### config.mk
export PLATFORM = sky130hd
export DESIGN_NAME = piv_vector_gen
export DESIGN_NICKNAME = d
export VERILOG_FILES = /design/src/rtl/piv_pkg.sv /design/src/rtl/piv_word_enc.sv /design/src/rtl/piv_prio_sel.sv /design/src/rtl/piv_cfg_regs.sv /design/src/rtl/piv_vec_calc.sv /design/src/rtl/piv_vector_gen.sv
export SDC_FILE = /design/constraint.sdc
export NUM_CORES = 1
export LEC_CHECK = 0
export BUFFER_PORTS_ARGS = -buffer_cell sky130_fd_sc_hd__buf_2
export CAP_MARGIN = 20
export CELL_PAD_IN_SITES_DETAIL_PLACEMENT = 1
export CELL_PAD_IN_SITES_GLOBAL_PLACEMENT = 1
export CORE_AREA = 2 2 122 124
export DETAILED_ROUTE_END_ITERATION = 10
export DIE_AREA = 0 0 124 126
export GPL_TIMING_DRIVEN = 1
export PLACE_DENSITY_LB_ADDON = 0.2
export SYNTH_ARGS = -nofsm -noshare
export SYNTH_HDL_FRONTEND = slang
export SYNTH_SLANG_ARGS = --single-unit
export TNS_END_PERCENT = 1
### constraint.sdc
create_clock -name clk -period 4.4 [get_ports clk]
set_input_delay 0.88 -clock clk [delete_from_list [all_inputs] [get_ports clk]]
set_output_delay 0.88 -clock clk [all_outputs]
set_load 0.005 [all_outputs]
### src/rtl/piv_pkg.sv
package piv_pkg;
    localparam int WORD_W    = 32;
    localparam int NUM_WORDS = 2;
    localparam int ADDR_W    = 32;
    localparam int SHIFT_W   = 3;
    localparam int NUM_IN    = WORD_W * NUM_WORDS;
    localparam int ID_W      = $clog2(NUM_IN);
    localparam int LOC_W     = $clog2(WORD_W);

    typedef enum logic {
        CFG_BASE  = 1'b0,
        CFG_SHIFT = 1'b1
    } cfg_sel_e;
endpackage

### src/rtl/piv_word_enc.sv
module piv_word_enc #(
    parameter int WORD_W = 32,
    localparam int LOC_W = $clog2(WORD_W)
) (
    input  logic [WORD_W-1:0] word,
    output logic              hit,
    output logic [LOC_W-1:0]  loc
);
    always_comb begin
        hit = |word;
        loc = '0;
        for (int i = WORD_W - 1; i >= 0; i--) begin
            if (word[i]) begin
                loc = LOC_W'(i);
            end
        end
    end
endmodule

### src/rtl/piv_prio_sel.sv
module piv_prio_sel #(
    parameter int WORD_W    = 32,
    parameter int NUM_WORDS = 2,
    localparam int NUM_IN   = WORD_W * NUM_WORDS,
    localparam int ID_W     = $clog2(NUM_IN),
    localparam int LOC_W    = $clog2(WORD_W)
) (
    input  logic [NUM_IN-1:0] bits,
    output logic              any_hit,
    output logic [ID_W-1:0]   win_id
);
    logic [NUM_WORDS-1:0] word_hit;
    logic [LOC_W-1:0]     word_loc [NUM_WORDS];

    for (genvar w = 0; w < NUM_WORDS; w++) begin : g_word
        piv_word_enc #(.WORD_W(WORD_W)) u_enc (
            .word (bits[w*WORD_W +: WORD_W]),
            .hit  (word_hit[w]),
            .loc  (word_loc[w])
        );
    end

    // Lower word index wins, so the scan runs downward and the last hit stays.
    always_comb begin
        any_hit = |word_hit;
        win_id  = '0;
        for (int w = NUM_WORDS - 1; w >= 0; w--) begin
            if (word_hit[w]) begin
                win_id = ID_W'(w * WORD_W) + ID_W'(word_loc[w]);
            end
        end
    end
endmodule

### src/rtl/piv_cfg_regs.sv
module piv_cfg_regs
    import piv_pkg::*;
#(
    parameter int ADDR_W  = 32,
    parameter int SHIFT_W = 3
) (
    input  logic               clk,
    input  logic               rst_n,
    input  logic               wr_en,
    input  cfg_sel_e           wr_sel,
    input  logic [ADDR_W-1:0]  wr_data,
    output logic [ADDR_W-1:0]  base_q,
    output logic [SHIFT_W-1:0] shift_q
);
    always_ff @(posedge clk or negedge rst_n) begin
        if (!rst_n) begin
            base_q  <= '0;
            shift_q <= '0;
        end else if (wr_en) begin
            unique case (wr_sel)
                CFG_BASE:  base_q  <= wr_data;
                CFG_SHIFT: shift_q <= wr_data[SHIFT_W-1:0];
            endcase
        end
    end

    // registers only move on a strobe
    a_r9_base_hold: assert property (@(posedge clk) disable iff (!rst_n)
        !wr_en |=> $stable(base_q));
    a_r9_shift_hold: assert property (@(posedge clk) disable iff (!rst_n)
        !wr_en |=> $stable(shift_q));
    // a shift write lands only the low bits
    a_r6_shift_load: assert property (@(posedge clk) disable iff (!rst_n)
        (wr_en && wr_sel == CFG_SHIFT) |=> shift_q == $past(wr_data[SHIFT_W-1:0]));
endmodule

### src/rtl/piv_vec_calc.sv
module piv_vec_calc #(
    parameter int ADDR_W  = 32,
    parameter int SHIFT_W = 3,
    parameter int ID_W    = 6
) (
    input  logic               clk,
    input  logic               rst_n,
    input  logic               hit,
    input  logic [ID_W-1:0]    id,
    input  logic [ADDR_W-1:0]  base,
    input  logic [SHIFT_W-1:0] shift,
    output logic [ADDR_W-1:0]  vec_addr,
    output logic               vec_valid
);
    logic [ADDR_W-1:0] offset;
    logic [ADDR_W-1:0] sum;
    logic              armed;

    always_comb begin
        offset = hit ? (ADDR_W'(id) << shift) : '0;
        sum    = base + offset;
    end

    always_ff @(posedge clk or negedge rst_n) begin
        if (!rst_n) begin
            vec_addr  <= '0;
            vec_valid <= 1'b0;
            armed     <= 1'b0;
        end else begin
            vec_addr  <= sum;
            vec_valid <= hit;
            armed     <= 1'b1;
        end
    end

    // idle output equals the base of the previous cycle
    a_r4_idle_base: assert property (@(posedge clk) disable iff (!rst_n)
        (armed && !vec_valid) |-> vec_addr == $past(base));
    // the offset above the base is a multiple of 2^shift
    a_r3_shift_align: assert property (@(posedge clk) disable iff (!rst_n)
        armed |-> (((vec_addr - $past(base)) & ((ADDR_W'(1) << $past(shift)) - 1'b1)) == '0));
endmodule

### src/rtl/piv_vector_gen.sv
module piv_vector_gen
    import piv_pkg::*;
#(
    parameter int WORD_W  = piv_pkg::WORD_W,
    parameter int ADDR_W  = piv_pkg::ADDR_W,
    parameter int SHIFT_W = piv_pkg::SHIFT_W
) (
    input  logic              clk,
    input  logic              rst_n,
    input  logic [WORD_W-1:0] stat_lo,
    input  logic [WORD_W-1:0] stat_hi,
    input  logic              cfg_wr_en,
    input  logic              cfg_sel,
    input  logic [ADDR_W-1:0] cfg_wdata,
    output logic [ADDR_W-1:0] vec_addr,
    output logic              vec_valid
);
    localparam int N_WORDS = 2;
    localparam int N_IN    = WORD_W * N_WORDS;
    localparam int IDW     = $clog2(N_IN);

    logic [N_IN-1:0]    all_bits;
    logic               win_hit;
    logic [IDW-1:0]     win_id;
    logic [ADDR_W-1:0]  base_q;
    logic [SHIFT_W-1:0] shift_q;
    cfg_sel_e           sel_e;
    logic               armed;

    assign all_bits = {stat_hi, stat_lo};
    assign sel_e    = cfg_sel_e'(cfg_sel);

    piv_prio_sel #(.WORD_W(WORD_W), .NUM_WORDS(N_WORDS)) u_sel (
        .bits    (all_bits),
        .any_hit (win_hit),
        .win_id  (win_id)
    );

    piv_cfg_regs #(.ADDR_W(ADDR_W), .SHIFT_W(SHIFT_W)) u_cfg (
        .clk     (clk),
        .rst_n   (rst_n),
        .wr_en   (cfg_wr_en),
        .wr_sel  (sel_e),
        .wr_data (cfg_wdata),
        .base_q  (base_q),
        .shift_q (shift_q)
    );

    piv_vec_calc #(.ADDR_W(ADDR_W), .SHIFT_W(SHIFT_W), .ID_W(IDW)) u_calc (
        .clk       (clk),
        .rst_n     (rst_n),
        .hit       (win_hit),
        .id        (win_id),
        .base      (base_q),
        .shift     (shift_q),
        .vec_addr  (vec_addr),
        .vec_valid (vec_valid)
    );

    always_ff @(posedge clk or negedge rst_n) begin
        if (!rst_n) armed <= 1'b0;
        else        armed <= 1'b1;
    end

    // the winner is a set bit and nothing below it is set
    a_r1_winner_set: assert property (@(posedge clk) disable iff (!rst_n)
        win_hit |-> all_bits[win_id]);
    a_r1_none_below: assert property (@(posedge clk) disable iff (!rst_n)
        win_hit |-> ((all_bits & ((N_IN'(1) << win_id) - 1'b1)) == '0));
    // valid follows the status words one edge later
    a_r5_valid_latency: assert property (@(posedge clk) disable iff (!rst_n)
        armed |-> vec_valid == $past(|all_bits));
endmodule

* Word-level counts from Yosys, hierarchy flattened
Index checks and enable logic that the tools add are counted.
** Cells by class
- Add/sub/neg operators :: 2
- Multipliers :: 0
- Div/mod/pow operators :: 0
- $lt $le $gt $ge :: 0
- Equal/unequal tests :: 0
- Shift operators :: 1
- Muxes and demuxes :: 67
- Bitwise logic cells :: 1
- Reductions and logical operators :: 5
** Operator list (count)
- 2-to-1 mux 5 bit :: 64
- OR reduction 32 bit :: 2
- OR reduction 64 bit :: 1
- adder 32 bit :: 1
- 2-to-1 mux 32 bit :: 1
- left shift 6 x 3 -> 32 bit :: 1
- 2-to-1 mux 6 bit :: 2
- adder 6 x 5 -> 6 bit, first input constant :: 1
- AND reduction 2 bit :: 2
- inverter 1 bit :: 1
** Word-level totals
- Register bits :: 68
- Latch bits :: 0
- Bits in writable memories :: 0
- Memory bits (read-only) :: 0
- Input port bits :: 100
- Output and inout port bits :: 33
- Word-level logic and storage cells :: 80
- Memories kept :: 0

* Logic depth before layout (Yosys ltp)
Gate-level depths: netlist of run 1.
- Depth in word-level cells :: 38
- Mapped depth :: 18
- Mapped depth without buffers :: 17

* By module
From an unflattened synthesis of run 1, not the netlist that was laid out.
** Unflattened totals
- Cell total of the unflattened synthesis :: 439
- Area, all modules :: 4441.8 µm²
** Modules (own cells, without submodules)
- piv_vec_calc :: times used 1, cells each 221, area an instance 2117.0 µm², sequential area each 825.8 µm²
- piv_cfg_regs :: times used 1, cells each 76, area an instance 1471.4 µm², sequential area each 875.8 µm²
- piv_word_enc :: times used 2, cells each 65, area an instance 385.4 µm², sequential area each 0.0 µm²
- piv_prio_sel :: times used 1, cells each 12, area an instance 82.6 µm², sequential area each 0.0 µm²

* Worst setup path after synthesis of run 1
OpenSTA, ideal clock, no wires.
- Kind :: in2reg
- Start :: input port stat_lo[17]
- End :: register u_calc.vec_addr[30]
- Arrival :: 4.887 ns
- Required time :: 4.277 ns
- Path slack :: -0.610 ns
- Cell stages on the path :: 18
- Buffers on the path :: 1
- Path through :: or4_4 or4b_4 a211oi_1 o211ai_1 o21ai_0 nand2_1 nor3_1 ha_1 inv_1 fa_1 nor2b_1 o31a_1 o21ai_0 o21ai_0 o21a_1 clkbuf_1 nand4_1 xnor2_1
** Between the ends
- Word-level cells in the longest chain between the ends :: 22
** RTL lines
- from (decl) :: line piv_vector_gen.sv:10 : input logic [WORD_W-1:0] stat_lo,
- 2-to-1 mux 5 bit (18 in series) :: line piv_word_enc.sv:13 : if (word[i]) begin
- 2-to-1 mux 6 bit :: line piv_prio_sel.sv:28 : if (word_hit[w]) begin
- left shift 6 x 3 -> 32 bit :: line piv_vec_calc.sv:20 : offset = hit ? (ADDR_W'(id) << shift) : '0;
- 2-to-1 mux 32 bit * :: line piv_vec_calc.sv:20
- adder 32 bit * :: line piv_vec_calc.sv:21 : sum = base + offset;
- named net u_calc.sum[30] :: line piv_vec_calc.sv:16 : logic [ADDR_W-1:0] sum;
- to (signal assigned) :: line piv_vec_calc.sv:30 : vec_addr <= sum;
- to (decl) :: line piv_vec_calc.sv:12 : output logic [ADDR_W-1:0] vec_addr,
Mark *: on every way through the listed nets, which the timed path passes. The rest lies on a longest branch.
A chain may end at the register's enable or synchronous reset.

* Worst setup path in the final report of run 1
- Start :: input port stat_lo[18]
- End :: register u_calc.vec_addr[23]
** Between the ends
- Word-level cells in the longest chain between the ends :: 23
** RTL lines (line)
- 2-to-1 mux 5 bit (19 in series) :: piv_word_enc.sv:13
- 2-to-1 mux 6 bit :: piv_prio_sel.sv:28
- left shift 6 x 3 -> 32 bit :: piv_vec_calc.sv:20
- 2-to-1 mux 32 bit * :: piv_vec_calc.sv:20
- adder 32 bit * :: piv_vec_calc.sv:21
- named net u_calc.sum[23] :: piv_vec_calc.sv:16
Marks and branches as above.

==> results.py, run 1 <==
metrics = {
    "cts": {
        "root_buffer": "clkbuf_16",
        "cts_buffers": 9,
        "clkLatencyLatePin_ns": 0.34,
        "cts_hold_buf": 0,
        "path_clk_slew_ns": 0.06,
        "cts-htree-levels": 3,
        "cts.sinks": 68,
        "clk_path_buf_depth": 2,
        "tritoncts": "done",
    },
    "floorplanning": {
        "die_h_um": 126,
        "die-area_um2": 15600,
        "rows": 44,
        "core-area_um2": 14300,
        "ioPinCount": 133,
        "start_util": 0.285,
        "dieWidth_um": 124,
    },
    "final_layout": {
        "final_nets": 811,
        "num_antenna_cells": 0,
        "drive_above_1_share": 0.504,
        "fill_cells": 1724,
        "fin_area_um2": 6490,
        "syn2layout_area_growth_pct": 59.0,
    },
    "synthesis": {
        "synth_edf_count": 0,
        "synth_flop_cell": "dfrtp_1",
        "yosysMostFrequentCell": "dfrtp_1",
        "ys_seq_elements": 68,
        "yosys.cell_types.count": 54,
        "synth_top_area_frac": 0.417,
        "synthTopCellsByCount": "dfrtp_1, nor2_1, mux2_2",
        "yosysSeqAreaShare": 0.417,
        "syn_area_um2": 4080,
        "synthCells": 427,
        "async_flop_share": 1.00,
        "avgSynthCellArea_um2": 9.56,
        "syn_nets": 541,
        "yosysWarningCount": 0,
        "netlist_top_cells_area": "dfrtp_1, mux2_2, xnor2_1, nor2_1, ha_1",
        "synth_top_cell_by_area": "dfrtp_1",
    },
    "placed_design": {
        "placed_area_um2": 5910,
        "place_hpwl_um": 10900,
        "numPortBuffers": 132,
        "gp_congestion": 0.840,
    },
    "timing": {
        "setup_viol_count_final": 23,
        "relSlewSlack": 0.300,
        "skew_ns": 0.00983,
        "post-route-period-util": 1.06,
        "slew_violations": 0,
        "rsz0062_at_grt": "yes",
        "worst_pin_slew_ns": 1.05,
        "finalHoldViolCount": 0,
        "setup_ws_ns": -0.267,
        "fmax_mhz": 214,
        "period_minus_slack_ns": 4.67,
    },
    "global_route": {
        "grt_pass1_wl_um": 22700,
        "antenna_found_initial": 0,
        "grt_max_degree": 48,
        "grt_pass1_vias": 4853,
        "gr-usage-all-layers": 0.182,
        "overflow": 0,
    },
    "critical_path": {
        "path_class": "in2reg",
        "r2r-end": "u_calc.vec_addr[23]",
        "required_ns": 4.61,
        "reg2reg_from": "u_cfg.shift_q[0]",
        "crit_fanout": 8,
        "reg2reg_slack_ns": 1.09,
        "start_kind": "input pin",
        "critPathArrivalTime_ns": 4.88,
        "rr_worst_depth": 11,
        "endpoint_kind": "register",
    },
    "route": {
        "wl_per_cell_um": 15.2,
        "antenna_left": 0,
        "wl_um": 13400,
        "dr_total_vias": 4276,
        "drtPass1Iterations": 4,
        "drc_errors": 0,
        "drt_iter0_drc": 159,
        "via_per_inst": 4.83,
    },
    "power_and_ir_drop": {
        "p_leak_nw": 2.98,
        "peakVddDrop_mv": 0.196,
        "powerDensity_nw_per_um2": 337,
        "power.total_mw": 2.19,
    },
    "hold_path": {
        "hold_path.class": "in2async",
    },
    "run_status": {
        "status": "complete, but fails checks",
        "violations": "setup timing",
    },
    "flow_run": {
        "maxCapViolCount": 0,
    },
}
cell families (layout without fill, tap and decap cells):
group,Yosys count,after routing,share of synthesized area
and+or+nand+nor,156,156,0.194
AOI/OAI and AO/OA,96,96,0.158
DFF,68,68,0.417
muxes,35,35,0.0987
buffers and inverters,30,304,0.0276
xor gates and xnor gates,28,28,0.0600
adders and majority gates,14,14,0.0447
registers in the layout, summed over array words and instances, names as in the netlist:
name	flops
u_calc.vec_valid	1
u_cfg.shift_q	3
u_calc.vec_addr	32
u_cfg.base_q	32
worst max path at each step:
| stage | startpoint | to | slack (ns) | depth (start not counted) |
|---|---|---|---|---|
| final | stat_lo[18] | u_calc.vec_addr[23] | -0.27 | 16 |
| after global routing | stat_lo[21] | u_calc.vec_addr[23] | -0.47 | 18 |
| after CTS | stat_lo[18] | u_calc.vec_addr[23] | -0.37 | 17 |
| after detailed placement | stat_lo[25] | u_calc.vec_addr[16] | -0.87 | 17 |
| after global placement | stat_lo[25] | u_calc.vec_addr[23] | -0.69 | 17 |
| after floorplan | stat_lo[25] | u_calc.vec_addr[23] | -0.37 | 16 |
critical path, stage by stage:
cell     delay (ns)
buf_6          0.09
or4_4          0.53
or4b_4         0.57
a211o_1        0.27
o41a_1         0.44
mux4_2         0.50
buf_4          0.15
nor2_1         0.08
ha_1           0.28
and3_1         0.18
a21oi_2        0.17
o21ai_2        0.09
o21a_1         0.20
buf_12         0.14
and3_4         0.16
xor2_1         0.14
layer usage:
metal | vias up | wire length, um | global-route usage
met4 | 0 | 173 | 0.0463
li1 | 2111 | - | -
met1 | 2057 | 5600 | 0.211
met5 | - | 0 | 0
met2 | 97 | 7070 | 0.337
met3 | 11 | 598 | 0.0376
power by group:
part	switching [mW]	internal (mW)	total, mW
clock network	0.279	0.494	0.773
logic	0.264	0.334	0.598
registers	0.0800	0.739	0.819
total	0.624	1.57	2.19
per-stage QoR:
step / setup TNS [ns] / utilization / setup slack [ns] / std cells / hold WS (ns)
after global routing: -8.04 / 0.454 / -0.468 / 885 / 0.447
after CTS: -5.64 / 0.448 / -0.374 / 884 / 0.477
after floorplan: -4.85 / - / -0.369 / 427 / 0.442
after global placement: -13.95 / 0.413 / -0.688 / 858 / 0.454
final: -3.21 / 0.454 / -0.267 / 885 / 0.444
after detailed placement: -17.80 / 0.413 / -0.874 / 858 / 0.469
layout by cell type, fill, tap and decap left out, types with 7 or more instances in the layout:
cell type and n:
nor4_1 12, or4_1 7, nand4_1 7, xnor2_1 24, o21bai_1 7, mux2_2 32
buf_2 131, clkbuf_16 9, ha_1 11, inv_1 19, nor3_1 10, a21oi_1 17
o21ai_0 15, dfrtp_1 68, nand2_1 26, buf_4 133, nor2_1 40, nand3_1 13
final cells by class:
cell class                      count  area [um^2]  share of cell area
Multi-Input combinational cell    329         2440               0.375
Timing Repair Buffer              269         1740               0.267
Sequential cell                    68         1700               0.262
Tap cell                          184          230              0.0354
Clock buffer                        9          225              0.0347
Clock inverter                      6         88.8              0.0137
Inverter                           20         75.1              0.0116
timing repair:
item                                    in CTS  in global routing
setup buffers                               11                  0
gates resized for setup                     24                 19
endpoints found under the setup margin      25                 26
pin swaps                                   20                  9
Note: power is estimated with default switching activity, not from simulation.
==> run 2: changes to the inputs <==
--- a/config.mk
+++ b/config.mk
@@ -10,6 +10,7 @@
 export CELL_PAD_IN_SITES_DETAIL_PLACEMENT = 1
 export CELL_PAD_IN_SITES_GLOBAL_PLACEMENT = 1
 export CORE_AREA = 2 2 122 124
+export CTS_BUF_LIST = sky130_fd_sc_hd__clkbuf_16
 export DETAILED_ROUTE_END_ITERATION = 10
 export DIE_AREA = 0 0 124 126
 export GPL_TIMING_DRIVEN = 1
==> constraint.sdc (replaced) <==
create_clock -name clk -period 5.38 [get_ports clk]
set_input_delay 1.076 -clock clk [delete_from_list [all_inputs] [get_ports clk]]
set_output_delay 1.076 -clock clk [all_outputs]
set_load 0.005 [all_outputs]
==> run 2 against run 1 <==
Wire length fell by 13%. The flow now finishes without violations. Hold slack improved by 0.018 ns. Highest routed layer unchanged. Die area did not move.
==> results.py, run 2 (same netlist as run 1, synthesis figures left out) <==
metrics = {
    "timing": {
        "whs_ns": 0.462,
        "tns_ns": 0,
        "post-route-period-util": 0.945,
        "setup_viol_count_final": 0,
        "fmax_mhz": 197,
        "rsz0062_at_grt": "no",
        "slew_violations": 0,
        "period_minus_slack_ns": 5.09,
        "finalHoldViolCount": 0,
        "skew_ns": 0.00838,
        "relSlewSlack": 0.285,
        "worst_pin_slew_ns": 1.07,
    },
    "run_status": {
        "status": "finished, final reports clean",
    },
    "floorplanning": {
        "ioPinCount": 133,
        "rows": 44,
        "core-area_um2": 14300,
        "die-area_um2": 15600,
        "die_h_um": 126,
        "start_util": 0.285,
        "dieWidth_um": 124,
    },
    "cts": {
        "cts_hold_buf": 0,
        "clk_path_buf_depth": 2,
        "post_cts_resized": 0,
        "root_buffer": "clkbuf_16",
        "cts.sinks": 68,
        "clkLatencyLatePin_ns": 0.33,
        "post_cts_buffers": 0,
        "cts-htree-levels": 3,
        "path_clk_slew_ns": 0.06,
        "cts_buffers": 9,
        "tritoncts": "done",
    },
    "power_and_ir_drop": {
        "peakVddDrop_mv": 0.141,
        "power.total_mw": 1.63,
        "p_leak_nw": 2.35,
        "powerDensity_nw_per_um2": 303,
    },
    "critical_path": {
        "reg2reg_from": "u_cfg.shift_q[0]",
        "rr_worst_depth": 12,
        "crit_end": "u_calc.vec_addr[15]",
        "cp_slowest_stage_delay_ns": 0.58,
        "reg2reg_slack_ns": 1.95,
        "endpoint_kind": "register",
        "start_kind": "input pin",
        "required_ns": 5.59,
        "critPathArrivalTime_ns": 5.29,
        "path_class": "in2reg",
        "r2r-end": "u_calc.vec_addr[15]",
        "slowest_stage": "or4b_4",
        "crit_fanout": 5,
        "crit_chain": "buf_2 -> or4_1 -> or4b_4 -> a211o_1 -> o41a_1 -> mux2i_1 -> nand2_1 -> a31oi_1 -> ha_1 -> nand3_1 -> o211ai_1 -> o21ai_0 -> o21ai_0 -> o21a_1 -> buf_4 -> nand3_1 -> xnor2_1",
        "startpoint": "stat_lo[21]",
    },
    "placed_design": {
        "gp_congestion": 0.803,
        "place_inst": 748,
        "numPortBuffers": 132,
        "place_hpwl_um": 9480,
    },
    "route": {
        "dr_total_vias": 3856,
        "drt_iter0_drc": 171,
        "drtPass1Iterations": 6,
        "wl_um": 11700,
        "via_per_inst": 5.05,
        "wl_per_cell_um": 15.3,
        "antenna_left": 0,
        "drc_errors": 0,
    },
    "final_layout": {
        "fin_cells": 764,
        "layout_commonest_cell": "buf_2",
        "final_nets": 689,
        "num_antenna_cells": 0,
        "reg_top3": "u_calc.vec_addr x32, u_cfg.base_q x32, u_cfg.shift_q x3",
        "layout.cells.most_common_list": "buf_2, dfrtp_1, nor2_1, mux2_2, nand2_1",
        "drive_above_1_share": 0.352,
        "fin_util": 0.376,
        "fill_cells": 1736,
        "syn2layout_area_growth_pct": 31.6,
    },
    "global_route": {
        "grt_pass1_vias": 4020,
        "overflow": 0,
        "gr-usage-all-layers": 0.152,
        "grt_pass1_wl_um": 19000,
        "grt_max_degree": 42,
        "antenna_found_initial": 0,
    },
    "hold_path": {
        "hold_path.class": "reg2reg",
    },
    "flow_run": {
        "maxCapViolCount": 0,
    },
}
## run 2: changes by cell type in the layout (fill, tap and decap cells not counted), moves of 5 or more
cell / change
nor2_1: +5
nor2_2: -5
buf_4: -118
o21ai_2: -5
o21ai_0: +6
## run 2: worst min-delay path by stage
stage / from / to / slack (ns) / depth (start not counted)
final: u_cfg.base_q[31] / u_calc.vec_addr[31] / 0.46 / 1
after global routing: u_cfg.base_q[31] / u_calc.vec_addr[31] / 0.51 / 1
after CTS: u_cfg.base_q[31] / u_calc.vec_addr[31] / 0.47 / 1
after detailed placement: u_cfg.base_q[31] / u_calc.vec_addr[31] / 0.46 / 1
after global placement: u_cfg.base_q[31] / u_calc.vec_addr[31] / 0.45 / 1
after floorplan: u_cfg.base_q[31] / u_calc.vec_addr[31] / 0.44 / 1
## run 2: report_power, final
part           internal [mW]  leakage [nW]  switching [mW]
Clock                  0.362         0.150           0.228
Combinational          0.189          1.40           0.182
Sequential             0.604         0.798          0.0615
Total                   1.16          2.35           0.472
## run 2: per-stage QoR
step	cell area, um^2	setup WS, ns
finish	5380	0.295
global route	5380	0.0367
CTS	5360	0.124
detailed placement	5060	-0.186
global placement	5060	-0.0494
floorplan	4080	0.174
## run 2: area by class of cell
cell class | instances | area [um^2] | share of cell area
Clock buffer | 9 | 225 | 0.0419
Clock inverter | 7 | 75.1 | 0.0140
Inverter | 20 | 75.1 | 0.0140
Multi-Input combinational cell | 329 | 2290 | 0.427
Sequential cell | 68 | 1700 | 0.317
Tap cell | 184 | 230 | 0.0428
Timing Repair Buffer | 147 | 773 | 0.144
## run 2: critical path, delay by kind of cell
| family | cells | cell delay (ns) |
|---|---|---|
| XOR/XNOR | 1 | 0.14 |
| AO/OA/AOI/OAI | 7 | 1.87 |
| buffers and inverters | 2 | 0.29 |
| adder cells (fa/ha/maj) | 1 | 0.23 |
| AND/OR/NAND/NOR | 5 | 1.43 |
| multiplexers | 1 | 0.25 |
## run 2: layer usage
metal	GRT usage	wire, um	vias up	share of wire
met5	0	0	-	0
met4	0.0403	132	0	0.011
met3	0.0254	615	13	0.053
met2	0.276	5890	98	0.50
met1	0.183	5060	1868	0.43
li1	-	-	1877	-
==> run 3: changes to the inputs <==
--- a/config.mk
+++ b/config.mk
@@ -5,14 +5,15 @@
 export SDC_FILE = /design/constraint.sdc
 export NUM_CORES = 1
 export LEC_CHECK = 0
+export ABC_AREA = 1
 export BUFFER_PORTS_ARGS = -buffer_cell sky130_fd_sc_hd__buf_2
 export CAP_MARGIN = 20
 export CELL_PAD_IN_SITES_DETAIL_PLACEMENT = 1
 export CELL_PAD_IN_SITES_GLOBAL_PLACEMENT = 1
-export CORE_AREA = 2 2 122 124
+export CORE_AREA = 2 2 124 126
 export CTS_BUF_LIST = sky130_fd_sc_hd__clkbuf_16
 export DETAILED_ROUTE_END_ITERATION = 10
-export DIE_AREA = 0 0 124 126
+export DIE_AREA = 0 0 126 128
 export GPL_TIMING_DRIVEN = 1
 export PLACE_DENSITY_LB_ADDON = 0.2
 export SYNTH_ARGS = -nofsm -noshare
==> run 3 against run 2 <==
Utilization rose by 3.6 points. The run now ends with setup timing left. Maximum frequency fell by 8.2%. Sequential share of layout area fell by 3.9 points. Via count rose by 8.1%. Sequential power fell by 2%.
==> results.py, run 3 <==
metrics = {
    "timing": {
        "setup_viol_count_final": 4,
        "fmax_mhz": 181,
        "worst_pin_slew_ns": 0.733,
        "finalHoldViolCount": 0,
        "slew_violations": 0,
        "relSlewSlack": 0.511,
        "rsz0062_at_grt": "yes",
        "setup_ws_ns": -0.157,
        "period_minus_slack_ns": 5.54,
        "skew_ns": 0.00600,
        "post-route-period-util": 1.03,
    },
    "synthesis": {
        "yosysSeqAreaShare": 0.406,
        "syn_nets": 656,
        "synthCells": 542,
        "synth_edf_count": 0,
        "async_flop_share": 1.00,
        "synth_top_area_frac": 0.406,
        "ys_seq_elements": 68,
        "synth_top_cell_by_area": "dfrtp_1",
        "yosys.cell_types.count": 40,
        "syn_area_um2": 4190,
        "synthTopCellsByCount": "nand2_1, inv_1, dfrtp_1",
        "avgSynthCellArea_um2": 7.73,
        "synth_flop_cell": "dfrtp_1",
        "yosysWarningCount": 0,
        "netlist_top_cells_area": "dfrtp_1, nand2_1, inv_1, mux2_2, nor2_1",
        "yosysMostFrequentCell": "nand2_1",
    },
    "route": {
        "drt_iter0_drc": 53,
        "drtPass1Iterations": 4,
        "via_per_inst": 4.37,
        "antenna_left": 0,
        "dr_total_vias": 4167,
        "wl_um": 11900,
        "drc_errors": 0,
        "wl_per_cell_um": 12.5,
    },
    "final_layout": {
        "syn2layout_area_growth_pct": 46.1,
        "layout.cells.most_common_list": "buf_2, nand2_1, inv_1, buf_4, dfrtp_1",
        "layout_commonest_cell": "buf_2",
        "drive_above_1_share": 0.396,
        "reg_top3": "u_calc.vec_addr x32, u_cfg.base_q x32, u_cfg.shift_q x3",
        "fin_cells": 953,
        "multi_input_area_um2": 2180,
        "final_nets": 874,
        "fin_util": 0.412,
        "fin_area_um2": 6120,
        "final-seq-area_um2": 1700,
        "fill_cells": 1855,
        "num_antenna_cells": 0,
    },
    "floorplanning": {
        "dieWidth_um": 126,
        "rows": 45,
        "die_h_um": 128,
        "start_util": 0.282,
        "core-area_um2": 14900,
        "ioPinCount": 133,
        "die-area_um2": 16100,
    },
    "cts": {
        "path_clk_slew_ns": 0.05,
        "cts-htree-levels": 3,
        "clk_path_buf_depth": 2,
        "tritoncts": "done",
        "clkLatencyLatePin_ns": 0.32,
        "cts_buffers": 9,
        "cts.sinks": 68,
        "root_buffer": "clkbuf_16",
    },
    "global_route": {
        "grt_pass1_wl_um": 20100,
        "grt_use_met2": 0.294,
        "grt_util_met1": 0.170,
        "grt_max_degree": 58,
        "grt_pass1_vias": 4460,
        "grt.met3_usage": 0.0330,
        "antenna_found_initial": 0,
        "overflow": 0,
        "gr-usage-all-layers": 0.152,
        "gr-max-usage-layer": "met2",
    },
    "critical_path": {
        "path_class": "in2reg",
        "start_kind": "input pin",
        "rr_worst_depth": 25,
        "endpoint_kind": "register",
        "startpoint": "stat_lo[29]",
        "critPathMostFrequentCell": "nand2_1",
        "reg2reg_from": "u_cfg.shift_q[0]",
        "reg2reg_slack_ns": 1.38,
        "crit_end": "u_calc.vec_addr[12]",
        "r2r-end": "u_calc.vec_addr[12]",
        "crit_fanout": 3,
        "cp_slowest_stage_delay_ns": 0.31,
        "critPathArrivalTime_ns": 5.74,
        "slowest_stage": "ha_1",
        "required_ns": 5.58,
    },
    "power_and_ir_drop": {
        "p_leak_nw": 3.32,
        "peakVddDrop_mv": 0.175,
        "powerDensity_nw_per_um2": 286,
    },
    "placed_design": {
        "placed_area_um2": 5570,
        "place_inst": 923,
        "numPortBuffers": 132,
        "gp_congestion": 0.782,
        "dp_slack_ns": -0.583,
        "place_hpwl_um": 9470,
    },
    "run_status": {
        "status": "complete, but fails checks",
        "violations": "setup timing",
    },
    "hold_path": {
        "hold_path.class": "reg2reg",
    },
    "flow_run": {
        "maxCapViolCount": 0,
    },
}
-- run 3: changes by cell type in the layout (fill, tap and decap cells not counted), moves of 9 or more --
cell | previous run | this run
buf_4 | 15 | 81
inv_1 | 19 | 103
mux2_2 | 32 | 22
nand2_1 | 28 | 125
nand2_2 | 0 | 15
nor2_2 | 0 | 9
or4_1 | 9 | 0
xnor2_1 | 24 | 5
xor2_1 | 4 | 21
-- run 3: worst min-delay path by stage --
| stage | endpoint | cells after the start | slack, ns | startpoint |
|---|---|---|---|---|
| global route | u_calc.vec_addr[31] | 1 | 0.51 | u_cfg.base_q[31] |
| global placement | u_calc.vec_addr[31] | 1 | 0.45 | u_cfg.base_q[31] |
| finish | u_calc.vec_addr[31] | 1 | 0.47 | u_cfg.base_q[31] |
| CTS | u_calc.vec_addr[31] | 1 | 0.47 | u_cfg.base_q[31] |
| floorplan | u_calc.vec_addr[31] | 1 | 0.44 | u_cfg.base_q[31] |
| detailed placement | u_calc.vec_addr[31] | 1 | 0.47 | u_cfg.base_q[31] |
-- run 3: cell families after synthesis --
group | after synthesis | share of synthesized area
AND/OR/NAND/NOR | 240 | 0.249
flip-flops | 68 | 0.406
XOR/XNOR | 27 | 0.0564
buffers and inverters | 111 | 0.0994
AO/OA/AOI/OAI | 59 | 0.0845
multiplexers | 23 | 0.0615
adder cells (fa/ha/maj) | 14 | 0.0436
-- run 3: layout make-up --
type | count | area share
inverters | 105 | 0.0644
clock inverters | 7 | 0.0176
multi-input cells | 363 | 0.357
repair buffers | 213 | 0.208
well taps | 188 | 0.0384
clock buffers | 9 | 0.0368
flip-flops and latches | 68 | 0.278
-- run 3: through the flow --
stage / setup TNS, ns / hold slack, ns / total power [mW]
2_1_floorplan: 0 / 0.439 / 0.864
3_3_place_gp: -2.23 / 0.454 / 1.07
3_5_place_dp: -4.51 / 0.472 / 1.09
4_1_cts: -0.693 / 0.474 / 1.76
5_1_grt: -6.50 / 0.505 / 1.86
6_report: -0.299 / 0.468 / 1.75
-- run 3: power breakdown --
| part | leakage, nW | switching [mW] | internal (mW) |
|---|---|---|---|
| sequential | 0.788 | 0.0536 | 0.603 |
| clock | 0.172 | 0.203 | 0.447 |
| combinational | 2.36 | 0.221 | 0.225 |
| total | 3.32 | 0.478 | 1.27 |
-- run 3: worst max-delay path, delay by kind of cell --
family          cells  cell delay [ns]
buf+inv            11             1.30
xor+xnor            1             0.14
fa+ha+maj           1             0.31
compound gates      4             0.52
simple gates       41             2.39
-- run 3: routing by layer --
metal  share of wire  vias to the layer above
li1                -                     2121
met1            0.41                     1969
met2            0.54                       68
met3           0.042                        9
met4          0.0075                        0
met5               0                        -
-- run 3: timing repair --
action                     4_1_cts  5_1_grt
pin swaps                       11       22
buffers inserted                10        4
resized for setup               12       25
hold endpoints to repair         0        0
hold buffers                     0        0
setup endpoints to repair        7       19
